==> config.mk <==
export PLATFORM = sky130hd
export DESIGN_NAME = dat_xlate_check
export DESIGN_NICKNAME = d
export VERILOG_FILES = /design/src/rtl/dxc_pkg.sv /design/src/rtl/dxc_region.sv /design/src/rtl/dxc_match.sv /design/src/rtl/dxc_perm.sv /design/src/rtl/dat_xlate_check.sv
export SDC_FILE = /design/constraint.sdc
export NUM_CORES = 1
export LEC_CHECK = 0
export ABC_AREA = 1
export ABC_CLOCK_PERIOD_IN_PS = 1200
export BUFFER_PORTS_ARGS = -buffer_cell sky130_fd_sc_hd__buf_2
export CORE_AREA = 2 2 120 122
export CTS_CLUSTER_DIAMETER = 30
export DETAILED_ROUTE_END_ITERATION = 16
export DIE_AREA = 0 0 122 124
export PLACE_DENSITY = 0.72
export SLEW_MARGIN = 20
export SYNTH_ARGS = -nofsm -noshare
export SYNTH_HDL_FRONTEND = slang
export SYNTH_SLANG_ARGS = --single-unit
export TNS_END_PERCENT = 100
==> constraint.sdc <==
create_clock -name clk_i -period 1.2 [get_ports clk_i]
set_input_delay 0.18 -clock clk_i [delete_from_list [all_inputs] [get_ports clk_i]]
set_output_delay 0.18 -clock clk_i [all_outputs]
set_load 0.02 [all_outputs]
==> src/rtl/dxc_pkg.sv <==
`timescale 1ns/1ps
package dxc_pkg;
  localparam int VA_W   = 32;
  localparam int PG_LSB = 10;
  localparam int VPN_W  = VA_W - PG_LSB;
  localparam int PA_W   = 29;
  localparam int PPN_W  = PA_W - PG_LSB;
  localparam int ASID_W = 8;

  localparam logic [VA_W-1:0] P3_BASE  = 32'hC000_0000;
  localparam logic [VA_W-1:0] P4_BASE  = 32'hE000_0000;
  localparam logic [VA_W-1:0] SQ_END   = 32'hE400_0000;
  localparam logic [VA_W-1:0] EXT_MASK = 32'h1FFF_FFFF;

  typedef enum logic [1:0] {PG_1K, PG_4K, PG_64K, PG_1M} pg_size_e;

  typedef struct packed {
    logic [VPN_W-1:0]  vpn;
    logic [ASID_W-1:0] asid;
    logic [PPN_W-1:0]  ppn;
    pg_size_e          size;
    logic              valid;
    logic              shared;
    logic              user_ok;
    logic              wr_ok;
    logic              dirty;
  } tlb_ent_t;

  localparam int ENT_W = $bits(tlb_ent_t);

  typedef enum logic [2:0] {
    EXC_NONE, EXC_ADDR, EXC_RD_MISS, EXC_WR_MISS,
    EXC_MULTI, EXC_RD_PROT, EXC_WR_PROT, EXC_INIT_WR
  } exc_e;

  typedef enum logic [1:0] {RG_RAW, RG_EXT, RG_ERR, RG_XLATE} region_e;

  // compare mask over VPN bits; cleared bits belong to the page offset
  function automatic logic [VPN_W-1:0] vpn_mask(pg_size_e s);
    logic [VPN_W-1:0] m;
    m = '1;
    case (s)
      PG_1K:   m = m;
      PG_4K:   m = m << 2;
      PG_64K:  m = m << 6;
      default: m = m << 10;
    endcase
    return m;
  endfunction
endpackage

==> src/rtl/dxc_region.sv <==
`timescale 1ns/1ps
module dxc_region
  import dxc_pkg::*;
(
  input  logic [VA_W-1:0] vaddr_i,
  input  logic            priv_i,
  input  logic            sq_lock_i,
  input  logic            xlate_en_i,
  output region_e         region_o
);
  logic in_sq;
  assign in_sq = (vaddr_i >= P4_BASE) && (vaddr_i < SQ_END);

  always_comb begin
    if (vaddr_i[VA_W-1]) begin
      if (priv_i) begin
        if (vaddr_i >= P4_BASE)      region_o = RG_RAW;
        else if (vaddr_i < P3_BASE)  region_o = RG_EXT;
        else                         region_o = xlate_en_i ? RG_XLATE : RG_EXT;
      end else begin
        region_o = (in_sq && !sq_lock_i) ? RG_RAW : RG_ERR;
      end
    end else begin
      region_o = xlate_en_i ? RG_XLATE : RG_EXT;
    end
  end
endmodule

==> src/rtl/dxc_match.sv <==
`timescale 1ns/1ps
module dxc_match
  import dxc_pkg::*;
#(
  parameter int NUM_ENT = 4
) (
  input  logic [NUM_ENT*ENT_W-1:0] entries_i,
  input  logic [VPN_W-1:0]         vpn_i,
  input  logic [ASID_W-1:0]        asid_i,
  input  logic                     ign_asid_i,
  output logic [NUM_ENT-1:0]       hit_vec_o,
  output logic                     hit_any_o,
  output logic                     multi_o,
  output logic [PPN_W-1:0]         sel_ppn_o,
  output pg_size_e                 sel_size_o,
  output logic                     sel_user_o,
  output logic                     sel_wr_o,
  output logic                     sel_dirty_o
);
  tlb_ent_t ents [NUM_ENT];

  for (genvar i = 0; i < NUM_ENT; i++) begin : g_ent
    logic [VPN_W-1:0] cmp_mask;
    logic             asid_ok;
    assign ents[i]      = tlb_ent_t'(entries_i[i*ENT_W +: ENT_W]);
    assign cmp_mask     = vpn_mask(ents[i].size);
    assign asid_ok      = ents[i].shared || ign_asid_i || (ents[i].asid == asid_i);
    assign hit_vec_o[i] = ents[i].valid && asid_ok &&
                          (((ents[i].vpn ^ vpn_i) & cmp_mask) == '0);
  end

  // OR-mux of hitting entries; content only meaningful on a single hit
  always_comb begin
    logic     seen;
    tlb_ent_t sel;
    seen    = 1'b0;
    multi_o = 1'b0;
    sel     = '0;
    for (int i = 0; i < NUM_ENT; i++) begin
      if (hit_vec_o[i]) begin
        if (seen) multi_o = 1'b1;
        seen = 1'b1;
        sel  = tlb_ent_t'(sel | ents[i]);
      end
    end
    hit_any_o   = seen;
    sel_ppn_o   = sel.ppn;
    sel_size_o  = sel.size;
    sel_user_o  = sel.user_ok;
    sel_wr_o    = sel.wr_ok;
    sel_dirty_o = sel.dirty;
  end
endmodule

==> src/rtl/dxc_perm.sv <==
`timescale 1ns/1ps
module dxc_perm
  import dxc_pkg::*;
(
  input  logic [PA_W-1:0]  vaddr_i,
  input  logic             write_i,
  input  logic             priv_i,
  input  logic             hit_any_i,
  input  logic             multi_i,
  input  logic [PPN_W-1:0] ppn_i,
  input  pg_size_e         size_i,
  input  logic             user_i,
  input  logic             wr_i,
  input  logic             dirty_i,
  output exc_e             exc_o,
  output logic [VA_W-1:0]  pa_o
);
  logic [VPN_W-1:0] m;
  logic [PPN_W-1:0] pm;
  logic             wr_denied;

  assign m  = vpn_mask(size_i);
  assign pm = m[PPN_W-1:0];
  assign pa_o = {{(VA_W-PA_W){1'b0}},
                 (ppn_i & pm) | (vaddr_i[PA_W-1:PG_LSB] & ~pm),
                 vaddr_i[PG_LSB-1:0]};

  assign wr_denied = priv_i ? !wr_i : !(user_i && wr_i);

  always_comb begin
    if (!hit_any_i)                  exc_o = write_i ? EXC_WR_MISS : EXC_RD_MISS;
    else if (multi_i)                exc_o = EXC_MULTI;
    else if (write_i && wr_denied)   exc_o = EXC_WR_PROT;
    else if (write_i && !dirty_i)    exc_o = EXC_INIT_WR;
    else if (!write_i && !priv_i && !user_i) exc_o = EXC_RD_PROT;
    else                             exc_o = EXC_NONE;
  end
endmodule

==> src/rtl/dat_xlate_check.sv <==
`timescale 1ns/1ps
module dat_xlate_check
  import dxc_pkg::*;
#(
  parameter int NUM_ENT = 4
) (
  input  logic                     clk_i,
  input  logic                     rst_ni,
  input  logic                     req_i,
  input  logic [31:0]              vaddr_i,
  input  logic                     write_i,
  input  logic                     priv_i,
  input  logic                     xlate_en_i,
  input  logic                     asid_bypass_i,
  input  logic                     sq_user_lock_i,
  input  logic [7:0]               asid_i,
  input  logic [NUM_ENT*56-1:0]    tlb_entries_i,
  output logic                     valid_o,
  output logic [31:0]              pa_o,
  output logic [2:0]               exc_o
);
  region_e          region;
  logic [NUM_ENT-1:0] hit_vec;
  logic             hit_any, multi;
  logic [PPN_W-1:0] sel_ppn;
  pg_size_e         sel_size;
  logic             sel_user, sel_wr, sel_dirty;
  exc_e             tlb_exc, exc_d;
  logic [VA_W-1:0]  tlb_pa, pa_d;

  dxc_region u_region (
    .vaddr_i    (vaddr_i),
    .priv_i     (priv_i),
    .sq_lock_i  (sq_user_lock_i),
    .xlate_en_i (xlate_en_i),
    .region_o   (region)
  );

  dxc_match #(.NUM_ENT(NUM_ENT)) u_match (
    .entries_i   (tlb_entries_i),
    .vpn_i       (vaddr_i[VA_W-1:PG_LSB]),
    .asid_i      (asid_i),
    .ign_asid_i  (asid_bypass_i && priv_i),
    .hit_vec_o   (hit_vec),
    .hit_any_o   (hit_any),
    .multi_o     (multi),
    .sel_ppn_o   (sel_ppn),
    .sel_size_o  (sel_size),
    .sel_user_o  (sel_user),
    .sel_wr_o    (sel_wr),
    .sel_dirty_o (sel_dirty)
  );

  dxc_perm u_perm (
    .vaddr_i   (vaddr_i[PA_W-1:0]),
    .write_i   (write_i),
    .priv_i    (priv_i),
    .hit_any_i (hit_any),
    .multi_i   (multi),
    .ppn_i     (sel_ppn),
    .size_i    (sel_size),
    .user_i    (sel_user),
    .wr_i      (sel_wr),
    .dirty_i   (sel_dirty),
    .exc_o     (tlb_exc),
    .pa_o      (tlb_pa)
  );

  always_comb begin
    exc_d = EXC_NONE;
    pa_d  = '0;
    case (region)
      RG_RAW:  pa_d = vaddr_i;
      RG_EXT:  pa_d = vaddr_i & EXT_MASK;
      RG_ERR:  exc_d = EXC_ADDR;
      default: begin
        exc_d = tlb_exc;
        pa_d  = (tlb_exc == EXC_NONE) ? tlb_pa : '0;
      end
    endcase
  end

  always_ff @(posedge clk_i or negedge rst_ni) begin
    if (!rst_ni) begin
      valid_o <= 1'b0;
      pa_o    <= '0;
      exc_o   <= EXC_NONE;
    end else begin
      valid_o <= req_i;
      if (req_i) begin
        pa_o  <= pa_d;
        exc_o <= exc_d;
      end
    end
  end

  assert_valid_follows_req_R12: assert property (@(posedge clk_i) disable iff (!rst_ni)
    req_i |=> valid_o);
  assert_no_spurious_valid_R12: assert property (@(posedge clk_i) disable iff (!rst_ni)
    !req_i |=> !valid_o);
  assert_hold_when_idle_R12: assert property (@(posedge clk_i) disable iff (!rst_ni)
    !req_i |=> ($stable(pa_o) && $stable(exc_o)));
  assert_err_zero_pa_R12: assert property (@(posedge clk_i) disable iff (!rst_ni)
    (valid_o && exc_o != EXC_NONE) |-> pa_o == '0);
  assert_xlate_off_no_tlb_code_R4: assert property (@(posedge clk_i) disable iff (!rst_ni)
    (req_i && !xlate_en_i) |=> (exc_o == EXC_NONE || exc_o == EXC_ADDR));
  assert_priv_no_addr_err_R1: assert property (@(posedge clk_i) disable iff (!rst_ni)
    (req_i && priv_i) |=> (exc_o != EXC_ADDR && exc_o != EXC_RD_PROT));
  assert_read_no_write_code_R11: assert property (@(posedge clk_i) disable iff (!rst_ni)
    (req_i && !write_i) |=> (exc_o != EXC_WR_MISS && exc_o != EXC_WR_PROT &&
                             exc_o != EXC_INIT_WR));
  assert_single_hit_onehot_R6: assert property (@(posedge clk_i) disable iff (!rst_ni)
    !multi |-> $onehot0(hit_vec));
endmodule

==> flow_metrics.env <==
export IMPL_status="finished with violations"
export IMPL_violations="setup timing"
export IMPL_numCtsBuffers=5
export IMPL_clock_skew_ns=0
export IMPL_rr_startpoint="pa_o[20]$_DFFE_PN0P_"
export IMPL_synth_edff_count=0
export IMPL_synth_yosys_seq_area_share_pct=17.3
export IMPL_synth_warnings=0
export IMPL_rows=43
export IMPL_path_class="primary input to register"
export IMPL_syn_to_final_growth_pct=61.3
export IMPL_drtAntennaViolNets=0
export IMPL_port_buffers=307
export IMPL_period_needed_ns=2.00
export IMPL_endpoint_kind="register"
export IMPL_grt_overflow=0
export IMPL_drv_cap=0
export IMPL_final_util_pct=61.4
export IMPL_slew_violations=0
export IMPL_critical_path_required_ns=1.42
export IMPL_pre_cts_ws_ns=-1.17
export IMPL_final_hold_violation_count=0
export IMPL_dr_total_vias=7525
export IMPL_min_to="pa_o[4]$_DFFE_PN0P_"
export IMPL_hold_class="primary input to register"
export IMPL_grt_pass1_wl_mm=32.7
export IMPL_wl_mm=21.9
export IMPL_synthCells=1014
export IMPL_fin_cells=1576
export IMPL_firstDrtPassIters=5
export IMPL_fin_crit_sh_pct=167
export IMPL_synthFlopType="dfrtp_1"
export IMPL_final_area_um2=8420
export IMPL_p_leak_nw=4.89
export IMPL_crit_fanout=5
export IMPL_cp_cell_sequence="buf_4 > inv_2 > nand2_1 > nand2_1 > nor2_1 > nand2_1 > nor2_2 > nand2_2 > nor2_4 > nand3_1 > nand2_1 > inv_1 > nand3_1 > nand2_2 > nor2_2 > nand2_2 > nor2_4 > buf_6 > nand2_8 > nand2_8 > nand2_1 > nand2_1"
export IMPL_place_area_um2=7550
export IMPL_gp_congestion=0.980
export IMPL_postLayoutSetupSlackWorst_ns=-0.800
export IMPL_drc=0
export IMPL_critical_path_top_delay_family="simple AND/OR/NAND/NOR gates"
export IMPL_ir_worst_vdd_mv=0.591
export IMPL_clock_path_buffers=2
export IMPL_crit_path_start_kind="primary input"
export IMPL_cts_htree_levels=2
export IMPL_dp_hpwl_mm=17.9
export IMPL_whs_ns=0.180
export IMPL_total_power_mw=5.05
export IMPL_reg2regPathDepth=2
export IMPL_dieHeight_um=124
export IMPL_holdCritStartpoint="vaddr_i[4]"
export IMPL_finalSetupTns_ns=-24.50
export IMPL_die_area_um2=15100
export IMPL_antenna_found_initial=0
export IMPL_wire_per_inst_um=13.9
export IMPL_synth_seq_cells=36
export IMPL_worstPathBufferInverterCount=4
export IMPL_clock_latency_ns=0.28
export IMPL_syn_avg_cell_area_um2=5.15
export IMPL_diodes=0
export IMPL_relSlewSlack_pct=73.7
export IMPL_io_pins=308
export IMPL_die_x_um=122
export IMPL_via_per_inst=4.77
export IMPL_synth_nets=1286
export IMPL_tightest_slew_ns=0.394
export IMPL_final_cell_mix="390 x nand2_1, 289 x buf_2, 122 x inv_1"
export IMPL_r2r_slack_ns=0.50
export IMPL_cts_sinks=36
export IMPL_design_core_area_um2=13700
export IMPL_slowest_delay_ns=0.18
export IMPL_worstPathArrival_ns=2.22
export IMPL_cp_slowest_cell="nor2_4"
export IMPL_drtIter0Drc=533
export IMPL_path_clk_slew_ns=0.06
export IMPL_initial_core_util_pct=38.0
export IMPL_grt_use_total_pct=27.4
export IMPL_grt_max_degree=37
export IMPL_cp_startpoint="vaddr_i[29]"
export IMPL_ys_types=31
export IMPL_final_common_cell="nand2_1"
export IMPL_fmax_ghz=0.500
export IMPL_rsz0062_at_grt="yes"
export IMPL_setup_viol=35
export IMPL_postSynth_asyncResetShare_pct=100
export IMPL_grt_pass1_vias=6813
export IMPL_hold_depth=5
export IMPL_nets=1667
export IMPL_cpMostUsedCell="nand2_1"
export IMPL_cts_tree="done"
export IMPL_dp_cells=1552
export IMPL_worstReg2RegEnd="pa_o[20]$_DFFE_PN0P_"
export IMPL_drive_above_1_share_pct=39.5
export IMPL_power_density_nw_per_um2=600
export IMPL_synth_area_um2=5220
export IMPL_clk_root_buffer_cell="clkbuf_16"
==> worst reg2reg max path, delay by kind of cell (launching register included) <==
kind,cells,cell delay (ns)
AO/OA/AOI/OAI,1,0.04
AND/OR/NAND/NOR,1,0.13
flip-flops,1,0.41
==> power by group <==
part           internal (mW)  switching, mW  total (mW)
clock                  0.764          0.487        1.25
sequential              1.32         0.0618        1.38
combinational           1.09           1.33        2.42
total                   3.17           1.88        5.05
==> layer usage <==
metal | track usage (%) | vias up | wire [µm]
li1 | - | 3863 | -
met1 | 33.9 | 3318 | 9100
met2 | 49.7 | 310 | 10600
met3 | 3.98 | 34 | 1670
met4 | 7.61 | 0 | 482
met5 | 0 | - | 0
==> area by class of cell <==
type                            instances  area, µm²
Multi-Input combinational cell        800       4060
Sequential cell                        36        901
Timing Repair Buffer                  410       2540
Clock buffer                            5        125
Fill cell                            1429       5300
Tap cell                              180        225
Inverter                              142        551
Clock inverter                          3       18.8
==> worst max-delay path by stage <==
stage,end,cells past startpoint
finish,pa_o[2]$_DFFE_PN0P_,22
global route,pa_o[26]$_DFFE_PN0P_,20
CTS,pa_o[2]$_DFFE_PN0P_,21
detailed placement,pa_o[2]$_DFFE_PN0P_,22
global placement,pa_o[4]$_DFFE_PN0P_,22
floorplan,pa_o[10]$_DFFE_PN0P_,18
==> cells in the mapped netlist (2+ instances only) <==
| master | n | area (µm²) |
|---|---|---|
| nand3b_1 | 5 | 37.5 |
| o21ai_1 | 3 | 15.0 |
| nand2_1 | 430 | 1610 |
| nand4_1 | 25 | 156 |
| nor2_1 | 118 | 443 |
| a21oi_1 | 42 | 210 |
| o22ai_1 | 2 | 12.5 |
| or2_2 | 2 | 12.5 |
| buf_4 | 3 | 22.5 |
| inv_1 | 131 | 492 |
| inv_2 | 10 | 37.5 |
| dfrtp_1 | 36 | 901 |
| xnor2_1 | 31 | 272 |
| buf_2 | 22 | 110 |
| clkbuf_2 | 3 | 15.0 |
| nand3_1 | 88 | 440 |
| clkbuf_1 | 8 | 30.0 |
| nand2_2 | 3 | 18.8 |
| nor2_4 | 2 | 22.5 |
| nor2_2 | 5 | 31.3 |
| o21ai_0 | 16 | 80.1 |
| xor2_1 | 20 | 175 |
==> cell families (layout without fill, tap and decap cells) <==
logic type / after synthesis / count (layout) / synth area share (%)
AO/OA/AOI/OAI: 67 / 67 / 6.69
XOR/XNOR: 51 / 51 / 8.56
buffers and inverters: 179 / 560 / 13.8
flip-flops: 36 / 36 / 17.3
AND/OR/NAND/NOR: 681 / 682 / 53.6
==> sequential cells by signal (all words and copies together), names as in the netlist <==
signal,flops
pa_o,32
exc_o,3
valid_o,1
==> what timing repair did <==
| item | in CTS | in global routing |
|---|---|---|
| gates cloned | 1 | 0 |
| pin swaps | 49 | 28 |
| hold buffers | 1 | 0 |
| resized for setup | 100 | 78 |
| buffers inserted | 10 | 5 |
| hold endpoints to repair | 15 | 0 |
| endpoints found under the setup margin | 35 | 35 |
Note: power is estimated with default switching activity, not from simulation.
